[config.mk]
export PLATFORM = sky130hd
export DESIGN_NAME = spindle_supervisor
export DESIGN_NICKNAME = d
export VERILOG_FILES = /design/src/rtl/spindle_sup_pkg.sv /design/src/rtl/tick_window_cnt.sv /design/src/rtl/spindle_out_decode.sv /design/src/rtl/spindle_supervisor.sv
export SDC_FILE = /design/constraint.sdc
export NUM_CORES = 1
export LEC_CHECK = 0
export BUFFER_PORTS_ARGS = -buffer_cell sky130_fd_sc_hd__buf_2
export CORE_MARGIN = 10
export CORE_UTILIZATION = 47
export CTS_CLUSTER_DIAMETER = 60
export DETAILED_ROUTE_END_ITERATION = 8
export PLACE_DENSITY_LB_ADDON = 0.1
export SLEW_MARGIN = 15
export SYNTH_ARGS = -nofsm -noshare
export SYNTH_HDL_FRONTEND = slang
export SYNTH_SLANG_ARGS = --single-unit
export TNS_END_PERCENT = 20
[constraint.sdc]
create_clock -name clk -period 1.53 [get_ports clk]
set_input_delay 0 -clock clk [delete_from_list [all_inputs] [get_ports clk]]
set_output_delay 0 -clock clk [all_outputs]
set_load 0.02 [all_outputs]
[src/rtl/spindle_sup_pkg.sv]
package spindle_sup_pkg;

    typedef enum logic [2:0] {
        ST_STOP  = 3'd0,
        ST_INIT  = 3'd1,
        ST_RUN   = 3'd2,
        ST_PULSE = 3'd3,
        ST_FAULT = 3'd4
    } sup_state_e;

    localparam int unsigned N_STATES = 5;

    typedef struct packed {
        sup_state_e st;
        logic       phase;
    } sup_reg_t;

endpackage

[src/rtl/tick_window_cnt.sv]
module tick_window_cnt #(
    parameter int unsigned LIMIT = 31
) (
    input  logic clk,
    input  logic rst_n,
    input  logic clr,
    input  logic tick,
    output logic hit
);
    localparam int unsigned LIM_EFF = (LIMIT < 1) ? 1 : LIMIT;
    localparam int unsigned W       = $clog2(LIM_EFF + 1);
    localparam logic [W-1:0] LAST   = W'(LIM_EFF - 1);

    logic [W-1:0] cnt_d, cnt_q;

    always_comb begin
        hit   = tick && !clr && (cnt_q == LAST);
        cnt_d = cnt_q;
        if (clr) begin
            cnt_d = '0;
        end else if (tick) begin
            cnt_d = hit ? '0 : cnt_q + 1'b1;
        end
    end

    always_ff @(posedge clk or negedge rst_n) begin
        if (!rst_n) cnt_q <= '0;
        else        cnt_q <= cnt_d;
    end

endmodule

[src/rtl/spindle_out_decode.sv]
module spindle_out_decode
    import spindle_sup_pkg::*;
(
    input  sup_state_e             st,
    input  logic                   phase,
    input  logic                   force_off,
    output logic                   drive_en,
    output logic                   intermittent,
    output logic                   logic_rst,
    output logic                   stall_fault,
    output logic [N_STATES-1:0]    state_onehot
);
    always_comb begin
        state_onehot = '0;
        for (int i = 0; i < int'(N_STATES); i++) begin
            state_onehot[i] = (st == sup_state_e'(i));
        end
        intermittent = (st == ST_PULSE);
        logic_rst    = (st == ST_STOP) || (st == ST_INIT);
        stall_fault  = (st == ST_FAULT);
        drive_en     = !force_off &&
                       ((st == ST_RUN) || ((st == ST_PULSE) && phase));
    end

endmodule

[src/rtl/spindle_supervisor.sv]
module spindle_supervisor
    import spindle_sup_pkg::*;
#(
    parameter int unsigned INIT_TICKS  = 2,
    parameter int unsigned STALL_TICKS = 31,
    parameter int unsigned REF_TICKS   = 2
) (
    input  logic       clk,
    input  logic       rst_n,
    input  logic       start_n,
    input  logic       tick,
    input  logic       ref_edge,
    input  logic       tach_edge,
    input  logic       force_off,
    output logic       drive_en,
    output logic       intermittent,
    output logic       logic_rst,
    output logic       stall_fault,
    output logic [4:0] state_onehot
);
    localparam int unsigned INIT_EFF = (INIT_TICKS < 1) ? 1 : INIT_TICKS;

    sup_reg_t r_d, r_q;

    logic init_clr, init_hit;
    logic stall_clr, stall_hit;
    logic ref_clr, ref_hit;
    logic spinning;

    assign spinning  = (r_q.st == ST_RUN) || (r_q.st == ST_PULSE);
    assign init_clr  = (r_q.st != ST_INIT) || start_n;
    assign stall_clr = !spinning || tach_edge || start_n;
    assign ref_clr   = (r_q.st != ST_RUN) || ref_edge || start_n;

    tick_window_cnt #(.LIMIT(INIT_EFF)) u_init_cnt (
        .clk(clk), .rst_n(rst_n), .clr(init_clr), .tick(tick), .hit(init_hit)
    );

    tick_window_cnt #(.LIMIT(STALL_TICKS)) u_stall_cnt (
        .clk(clk), .rst_n(rst_n), .clr(stall_clr), .tick(tick), .hit(stall_hit)
    );

    tick_window_cnt #(.LIMIT(REF_TICKS)) u_ref_cnt (
        .clk(clk), .rst_n(rst_n), .clr(ref_clr), .tick(tick), .hit(ref_hit)
    );

    always_comb begin
        r_d = r_q;
        if (start_n) begin
            r_d.st = ST_STOP;
        end else begin
            unique case (r_q.st)
                ST_STOP:  r_d.st = ST_INIT;
                ST_INIT:  if (init_hit) r_d.st = ST_RUN;
                ST_RUN: begin
                    if (stall_hit)    r_d.st = ST_FAULT;
                    else if (ref_hit) r_d.st = ST_PULSE;
                end
                ST_PULSE: begin
                    if (stall_hit)     r_d.st = ST_FAULT;
                    else if (ref_edge) r_d.st = ST_RUN;
                end
                ST_FAULT: r_d.st = ST_FAULT;
                default:  r_d.st = ST_STOP;
            endcase
        end
        if (r_q.st == ST_PULSE && tick) r_d.phase = !r_q.phase;
        else if (r_q.st != ST_PULSE)    r_d.phase = 1'b0;
    end

    always_ff @(posedge clk or negedge rst_n) begin
        if (!rst_n) r_q <= '{st: ST_STOP, phase: 1'b0};
        else        r_q <= r_d;
    end

    spindle_out_decode u_dec (
        .st(r_q.st), .phase(r_q.phase), .force_off(force_off),
        .drive_en(drive_en), .intermittent(intermittent),
        .logic_rst(logic_rst), .stall_fault(stall_fault),
        .state_onehot(state_onehot)
    );

endmodule

Yosys cells after proc, flatten, opt, wreduce, memory -nomap -nowiden

Cells that the tools add are included.

Bits in registers: 13
Latch bits: 0
Memory bits (writable): 0
Memory bits (read-only): 0
Input bits: 7
Output and inout bits: 9
Word-level logic and storage cells: 68
Memories: 0

Add/sub/neg operators: 3
$mul: 0
Divide/modulo/power cells: 0
$lt $le $gt $ge: 0
Equal/unequal tests: 13
Shift operators: 0
Multiplexer cells: 18
Bitwise logic cells: 0
Reduce and logical (&&, ||, !) cells: 29

Operators with widths:

| cell                                                 | count |
|---|---|
| two-way mux 3 bit                                    | 6 |
| two-way mux 5 bit                                    | 3 |
| case mux 3 bit (5 select lines)                      | 1 |
| two-way mux 2 bit                                    | 6 |
| logical AND 1 bit                                    | 9 |
| != test 3 x 2 -> 1 bit (second input constant)       | 3 |
| logical OR 1 bit                                     | 8 |
| nonzero test 2 bit                                   | 4 |
| equality test 3 x 2 -> 1 bit (second input constant) | 2 |
| zero test 1 bit                                      | 6 |
| adder 5 x 1 -> 5 bit (second input constant)         | 1 |
| equality test 5 bit (second input constant)          | 1 |
| adder 2 x 1 -> 2 bit (second input constant)         | 2 |
| equality test 2 x 1 -> 1 bit (second input constant) | 2 |
| != test 4 x 2 -> 1 bit (second input constant)       | 1 |
| != test 4 x 3 -> 1 bit (second input constant)       | 1 |
| equality test 3 x 1 -> 1 bit (second input constant) | 1 |
| equality test 3 bit (second input constant)          | 1 |
| zero test 3 bit                                      | 1 |
| != test 3 x 1 -> 1 bit (second input constant)       | 1 |
| AND reduction 3 bit                                  | 1 |
| two-way mux 1 bit                                    | 2 |

Logic depth before layout (Yosys ltp)

Gate-level depths: netlist (run 1).

Depth in word-level cells: 11
Mapped depth: 5
Gate-level depth less buffers: 5

By module

From an unflattened synthesis (run 1), not the netlist that was laid out.

Cells, all modules: 80
Area total of the unflattened synthesis: 772.0 um^2

Modules (own cells, without submodules):

| module                           | instances | cells each | area an instance (um^2) |
|---|---|---|---|
| tick_window_cnt (u_stall_cnt)    | 1         | 31         | 290.3 |
| spindle_supervisor               | 1         | 23         | 244.0 |
| tick_window_cnt (u_init_cnt ...) | 2         | 7          | 80.1 |
| spindle_out_decode               | 1         | 12         | 77.6 |

Least setup slack after synthesis (run 1)

Ideal clock, no wire load.

Kind: flip-flop to flip-flop
Start: register r_q[2] in the netlist's numbering
End: register r_q[3] in the netlist's numbering
Arrival: 1426 ps
Data required time: 1459 ps
Slack: 33 ps
Cell stages (with the launch flop): 5
Buffers on the path: 1
Clock period less this slack: 1497 ps
Path through: dfrtp_1 > buf_6 > nor3b_1 > o21ba_2 > nor2_1

Elaborated cells on any way between the ends: 31
Those cells by class: 9 x eq/ne; 4 x mux; 18 x reduce/logical

RTL lines:

| item                            | RTL line                 | RTL |
|---|---|---|
| from (decl)                     | spindle_supervisor.sv:23 | `sup_reg_t r_d, r_q;` |
| from (signal assigned)          | spindle_supervisor.sv:72 | `if (!rst_n) r_q <= '{st: ST_STOP, phase: 1'b0};` |
| from (signal assigned)          | spindle_supervisor.sv:73 | `else r_q <= r_d;` |
| equality test 3 bit             | --                       |  |
| net stall_fault                 | spindle_supervisor.sv:18 | `output logic stall_fault,` |
| case mux 3 bit (5 select lines) | spindle_supervisor.sv:52 | `unique case (r_q.st)` |
| two-way mux 3 bit               | spindle_supervisor.sv:49 | `if (start_n) begin` |

The timed path passes the listed nets, and every way through them passes these cells.
A chain may end at the register's enable or synchronous reset.

Worst setup path after layout (run 1)

Start: register r_q[3] in the netlist's numbering
End: register r_q[1] in the netlist's numbering

Cells in the longest elaborated chain, start to end: 11
Elaborated cells on any way between the ends: 31
Those cells by class: 9 x eq/ne; 4 x mux; 18 x reduce/logical

Ends and longest elaborated chain:

| item                                 | RTL line                                           | RTL |
|---|---|---|
| equality test 3 x 2 -> 1 bit         | spindle_supervisor.sv:30, spindle_supervisor.sv:52 |  |
| logical OR 1 bit                     | spindle_supervisor.sv:30                           | `assign spinning = (r_q.st == ST_RUN) \|\| (r_q.st == ST_PULSE);` |
| zero test 1 bit                      | spindle_supervisor.sv:32                           | `assign stall_clr = !spinning \|\| tach_edge \|\| start_n;` |
| logical OR 1 bit (2 in series)       | spindle_supervisor.sv:32                           |  |
| zero test 1 bit                      | tick_window_cnt.sv:17                              | `hit = tick && !clr && (cnt_q == LAST);` |
| logical AND 1 bit (2 in series)      | tick_window_cnt.sv:17                              |  |
| two-way mux 3 bit (on tied branches) | spindle_supervisor.sv:60, spindle_supervisor.sv:56 |  |
| case mux 3 bit (5 select lines)      | spindle_supervisor.sv:52                           |  |
| two-way mux 3 bit                    | spindle_supervisor.sv:49                           |  |

Several ways; a longest one is shown, not always the timed one.

==> run metrics, run 1 <==
number of synthesis warnings 0; Yosys top cell area share 0.4241; number of synthesized flops with an enable pin 0; FMAX 716.5 MHz; worst skew pair latency 0.28 ns; layout net count 108; max-slew violation count 0; Max Cap Viol 0; slowest cell on the critical path dfrtp_1; switching share of power 0.2848; critical path fanouts, max 8; TritonCTS buffer count 3; postcts setup bufs 0; Leak Pwr 0.4066 nW; power after layout 702.9 uW; Max H-tree Level 1; crit-path cells nand2b_4, or3_1, o22a_2; Via density 5.711; Die Wd 60.40 um; Mapped Nets 88; Final period util 0.9122; number of hold violations in the final report 0; Final TNS setup 0 ns; Syn Inst Count 79; grt total ovfl 0; TritonRoute pass-1 iters 3; Vias around 650; DRC viols 0; antenna violations before repair 0; CP delay by family, top simple AND/OR/NAND/NOR gates; Least-Margin Pin Slew 0.3382 ns; RSZ-0062 raised after global routing no; GRT Total Usage 0.09903; Die H slightly above 60 um; min Tclk post-route ~1.4 ns; top_reg_cell synth dfrtp_1; P&R area growth vs syn 17.29%; Port Buffers 15; placement row count 14; crit-path max cell delay between 0.4 and 0.5 ns; Total Routed Length around 1700 um; vias in the first global route 622; gp weighted congestion between 0.7 and 0.8; Syn Std Cell Area roughly 770 sq um; Seq pwr share 0.522; sequential fraction of the synthesis area 0.4241; #FFs+latches synth 13; Core Util, Final 0.5903; num ports 16; Logic pwr share 0.176; Internal 502.7 uW; Yosys top cell by area dfrtp_1; Commonest cells post-synth 13 x dfrtp_1, 9 x nor2_1, 6 x nand2_1, 6 x nor3_1; most frequent cell after synthesis dfrtp_1; status finished, final reports clean; Required @ worst endpoint 1.71 ns; Critical Path Source Type flop; min-delay worst type in2reg; synth top area cells dfrtp_1 42%, nor2_1 4.4%, nor3_1 3.9%; Rel. slew slack 0.7746; CTS tree built; Core Box Area about 0.0015 sq mm; largest net degree at the start of global routing 14; Buf+Inv Stages, Crit Path 0; P_sw roughly 200 uW; syn avg cell area 9.709 sq um; power density over the cells 781.3 mW/mm^2; first-pass GRT wire length 2780 um; CTS Sinks 13; highest ir drop seen on vdd 0.0005582 V; DRT antenna net count 0; CP endpoint kind flop; Clk pwr share 0.301; clock root cell clkbuf_4; Setup Skew 0.008776 ns; worst path arrival time between 1.5 and 2 ns; number of unique standard cell types used by synthesis 35; Initial Util 0.5033; kind of critical path reg2reg; n_diodes 0; initial drt markers 11; CTS Buffer Depth 2; endpoints failing setup 0; clock slew at the register clock pins of the worst setup and hold paths about 0.090 ns; ys async rst share 1.000; wire per inst 14.51 um; DP HPWL approximately 1200 um; layout cells sized above 1 0.2959; die area 0.003648 sq mm
final cells by class:
class	instances	area [sq um]
Timing Repair Buffer	20	120.1
Multi-Input combinational cell	59	399.1
Tap cell	16	20.02
Sequential cell	13	325.3
Inverter	2	7.507
Clock inverter	1	5.005
Fill cell	136	624.3
Clock buffer	3	22.52
cells by family after synthesis:
group | after synthesis | share of synthesized area
buf+inv | 7 | 0.05545
fa+ha+maj | 2 | 0.03262
compound gates | 14 | 0.1403
simple gates | 40 | 0.3132
flops | 13 | 0.4241
xor+xnor | 3 | 0.03426
registers in the layout, indices dropped and copies added, names as in the netlist:
register           flops
r_q                    4
u_ref_cnt.cnt_q        2
u_init_cnt.cnt_q       2
u_stall_cnt.cnt_q      5
worst reg2reg max path, stage by stage, from the launching register on:
cell,delay [ns]
dfrtp_1,0.47
nand2b_4,0.20
or3_1,0.38
o22a_2,0.25
path summary, 6_finish.rpt:
kind,slack [ns],from,depth (start not counted),endpoint
worst max-delay path,0.13,r_q[3],3,r_q[1]
worst min-delay path,0.06,tach_edge,3,u_stall_cnt.cnt_q[4]
worst max register to register,0.13,r_q[3],3,r_q[1]
worst min register to register,0.50,u_init_cnt.cnt_q[1],2,u_init_cnt.cnt_q[1]
max in group asynchronous,1.15,rst_n,2,u_stall_cnt.cnt_q[3]
min in group asynchronous,0.14,rst_n,2,u_ref_cnt.cnt_q[1]
cell usage in the layout (no fill, tap or decap), types with 2 or more instances in the layout:
cell	instances
nor2_1	9
a21oi_1	4
nand2_1	6
ha_1	2
dlygate4sd3_1	3
clkbuf_4	3
buf_2	15
nand2b_1	4
xnor2_1	3
nand3b_1	2
nor3_1	6
inv_1	2
dfrtp_1	13
a311oi_1	2
nand3_1	2
buf_4	2
routing by layer:
layer  vias up  share of wire  track usage  routed length [um]
met2        16           0.43       0.1559                 718
met1       309           0.45       0.1180                 749
li1        322              -            -                   -
met3         4          0.091      0.02505                 150
met5         -              0            0                   0
met4         0          0.022      0.06090                  36
repair_timing:
action,4_1_cts,5_1_grt
resized for setup,0,0
endpoints found under the hold margin,16,0
hold buffers,3,0
endpoints found under the setup margin,0,0
through the flow:
| step | setup slack [ns] | instances | area [sq um] | hold slack [ns] |
|---|---|---|---|---|
| floorplan | 0.03316 | 79 | 767.0 | -0.2956 |
| global placement | 0.1598 | 107 | 842.1 | -0.09300 |
| detailed placement | 0.1496 | 107 | 842.1 | -0.09655 |
| CTS | 0.1311 | 114 | 899.6 | 0.04689 |
| global route | 0.03844 | 114 | 899.6 | 0.05600 |
| finish | 0.1343 | 114 | 899.6 | 0.05619 |
power by group through the flow:
stage,Combinational (mW),Clock [mW],Sequential (mW)
after global placement,0.117,0,0.374
after CTS,0.125,0.217,0.367
final,0.124,0.212,0.367
after floorplan,0.0826,0,0.369
after global routing,0.136,0.236,0.370
after detailed placement,0.118,0,0.373
Note: power is estimated with default switching activity, not from simulation.
==> inputs of run 2 (changes only) <==
--- a/config.mk
+++ b/config.mk
@@ -7,7 +7,7 @@
 export LEC_CHECK = 0
 export BUFFER_PORTS_ARGS = -buffer_cell sky130_fd_sc_hd__buf_2
 export CORE_MARGIN = 10
-export CORE_UTILIZATION = 47
+export CORE_UTILIZATION = 50
 export CTS_CLUSTER_DIAMETER = 60
 export DETAILED_ROUTE_END_ITERATION = 8
 export PLACE_DENSITY_LB_ADDON = 0.1
==> constraint.sdc (replaced) <==
create_clock -name clk -period 1.8 [get_ports clk]
set_input_delay 0 -clock clk [delete_from_list [all_inputs] [get_ports clk]]
set_output_delay 0 -clock clk [all_outputs]
set_load 0.02 [all_outputs]
==> run metrics, run 2 (synthesis gave the netlist of run 1 again) <==
Rel. slew slack 0.7724 (was 0.7746); clock root cell clkbuf_4 (unchanged); crit-path max cell delay 0.44 ns (was 0.47 ns); Core Box Area 0.001471 sq mm (was 0.001524 sq mm); Least-Margin Pin Slew 0.3415 ns (was 0.3382 ns); P_sw 166.9 uW (was 200.2 uW); GRT Total Usage 0.1017 (was 0.09903); Sequential Area 325.3 sq um (unchanged); wire per inst 14.51 um (about the same); max-slew violation count 0 (unchanged); CP endpoint kind flop (unchanged); multi-input logic area 399.1 sq um (unchanged); WHS Path Cells 3 (unchanged); critical path fanouts, max 5 (was 8); worst path arrival time 1.60 ns (was 1.57 ns); FMAX 699.4 MHz (was 716.5 MHz); Reg2Reg Depth 5 (was 3); n_diodes 0 (unchanged); Critical Path Source Type flop (unchanged); crit-path cells inv_1, ha_1, nand4_2, o221a_2, o22a_2 (was nand2b_4, or3_1, o22a_2); status finished, final reports clean (unchanged); Largest Register u_stall_cnt.cnt_q (unchanged); largest net degree at the start of global routing 19 (was 14); antenna violations before repair 0 (unchanged); CTS Sinks 13 (unchanged); P&R area growth vs syn 16.15% (was 17.29%); fin area 890.9 sq um (was 899.6 sq um); fillers 142 (was 136); Via density 5.850 (was 5.711); max reg flops 5 (unchanged); min Tclk post-route 1.430 ns (was 1.396 ns); endpoints failing setup 0 (unchanged); Total Routed Length 1640 um (was 1654 um); RSZ-0062 raised after global routing no (unchanged); vias in the first global route 591 (was 622); power after layout 596.3 uW (was 702.9 uW); DP HPWL 1189 um (was 1210 um); CTS Buffer Depth 2 (unchanged); die area 0.003501 sq mm (was 0.003648 sq mm); power density over the cells 669.3 mW/mm^2 (was 781.3 mW/mm^2); clock slew at the register clock pins of the worst setup and hold paths 0.08 ns (was 0.09 ns); Max Cap Viol 0 (unchanged); first-pass GRT wire length 2732 um (was 2780 um); most common library cell in the layout ignoring fill and taps buf_2 (unchanged); Die Wd 59.17 um (was 60.40 um); DRC viols 0 (unchanged); grt total ovfl 0 (unchanged); Setup Skew 0.002521 ns (was 0.008776 ns); min-delay worst type in2reg (unchanged); Max H-tree Level 1 (unchanged); TritonRoute pass-1 iters 4 (was 3); Final period util 0.7943 (was 0.9122); Clk pwr share 0.304 (was 0.301); Die H 59.17 um (was 60.40 um); commonest cells after routing, fill and taps aside 15 x buf_2, 13 x dfrtp_1, 9 x nor2_1, 6 x nor3_1, 6 x nand2_1 (unchanged); Final TNS setup 0 ns (unchanged); initial drt markers 21 (was 11); placement row count 14 (unchanged); hold_ws 0.04624 ns (was 0.05619 ns); Logic pwr share 0.171 (was 0.176); Core Util, Final 0.6054 (was 0.5903); highest ir drop seen on vdd 0.0004958 V (was 0.0005582 V); layout net count 107 (was 108); DP Area 834.6 sq um (was 842.1 sq um); DRT antenna net count 0 (unchanged); TritonCTS buffer count 3 (unchanged); Initial Util 0.5213 (was 0.5033); Seq pwr share 0.525 (was 0.522); num ports 16 (unchanged); slowest cell on the critical path dfrtp_1 (unchanged); Vias 661 (was 651); gp weighted congestion 0.8050 (was 0.7638); worst skew pair latency 0.27 ns (was 0.28 ns); number of hold violations in the final report 0 (unchanged); switching share of power 0.2799 (was 0.2848); Required @ worst endpoint 1.97 ns (was 1.71 ns); postcts setup bufs 0 (unchanged); Port Buffers 15 (unchanged); kind of critical path reg2reg (unchanged); Leak Pwr 0.3991 nW (was 0.4066 nW); Internal 429.4 uW (was 502.7 uW); biggest regs u_stall_cnt.cnt_q x5, r_q x4 (unchanged); CTS tree built (unchanged); layout cells sized above 1 0.2784 (was 0.2959)
[run 2: worst paths after layout]
check / startpoint / endpoint / slack (ns)
worst min register to register: u_init_cnt.cnt_q[1] / u_init_cnt.cnt_q[1] / 0.49
worst max register to register: u_stall_cnt.cnt_q[0] / r_q[1] / 0.37
worst min-delay path: tach_edge / u_stall_cnt.cnt_q[4] / 0.05
max in group asynchronous: rst_n / r_q[2] / 1.43
worst max-delay path: u_stall_cnt.cnt_q[0] / r_q[1] / 0.37
min in group asynchronous: rst_n / u_stall_cnt.cnt_q[1] / 0.15
[run 2: power by group through the flow]
stage	Combinational [mW]	Sequential (mW)	Clock, mW
floorplan	0.0702	0.313	0
global placement	0.0969	0.318	0
detailed placement	0.0983	0.318	0
CTS	0.104	0.313	0.189
global route	0.116	0.315	0.202
finish	0.102	0.313	0.181
[run 2: area by class of cell]
type	count	share of cell area
multi-input cells	59	0.4480
clock buffers	4	0.02949
flip-flops and latches	13	0.3652
inverters	2	0.008427
well taps	16	0.02247
repair buffers	19	0.1264
[run 2: per-stage QoR]
step,worst slack [ns],std cells
4_1_cts,0.3678,113
3_5_place_dp,0.3877,106
6_report,0.3702,113
5_1_grt,0.2826,113
3_3_place_gp,0.4355,106
2_1_floorplan,0.3032,79
[run 2: layer usage]
metal	track usage	share of wire	routed length [um]	vias to the layer above
li1	-	-	-	320
met1	0.1198	0.42	690	313
met2	0.1562	0.47	778	26
met3	0.04721	0.099	163	2
met4	0.03934	0.0049	8	0
met5	0	0	0	-
[run 2: critical path: cells and delay by family, from the launching register on]
family          cells  cell delay [ns]
compound gates      2             0.49
fa+ha+maj           1             0.18
buf+inv             1             0.10
flops               1             0.44
simple gates        1             0.12
[run 2: repair_timing]
action,in CTS,in global routing
gates resized for setup,0,0
hold buffers,3,0
endpoints found under the hold margin,16,0
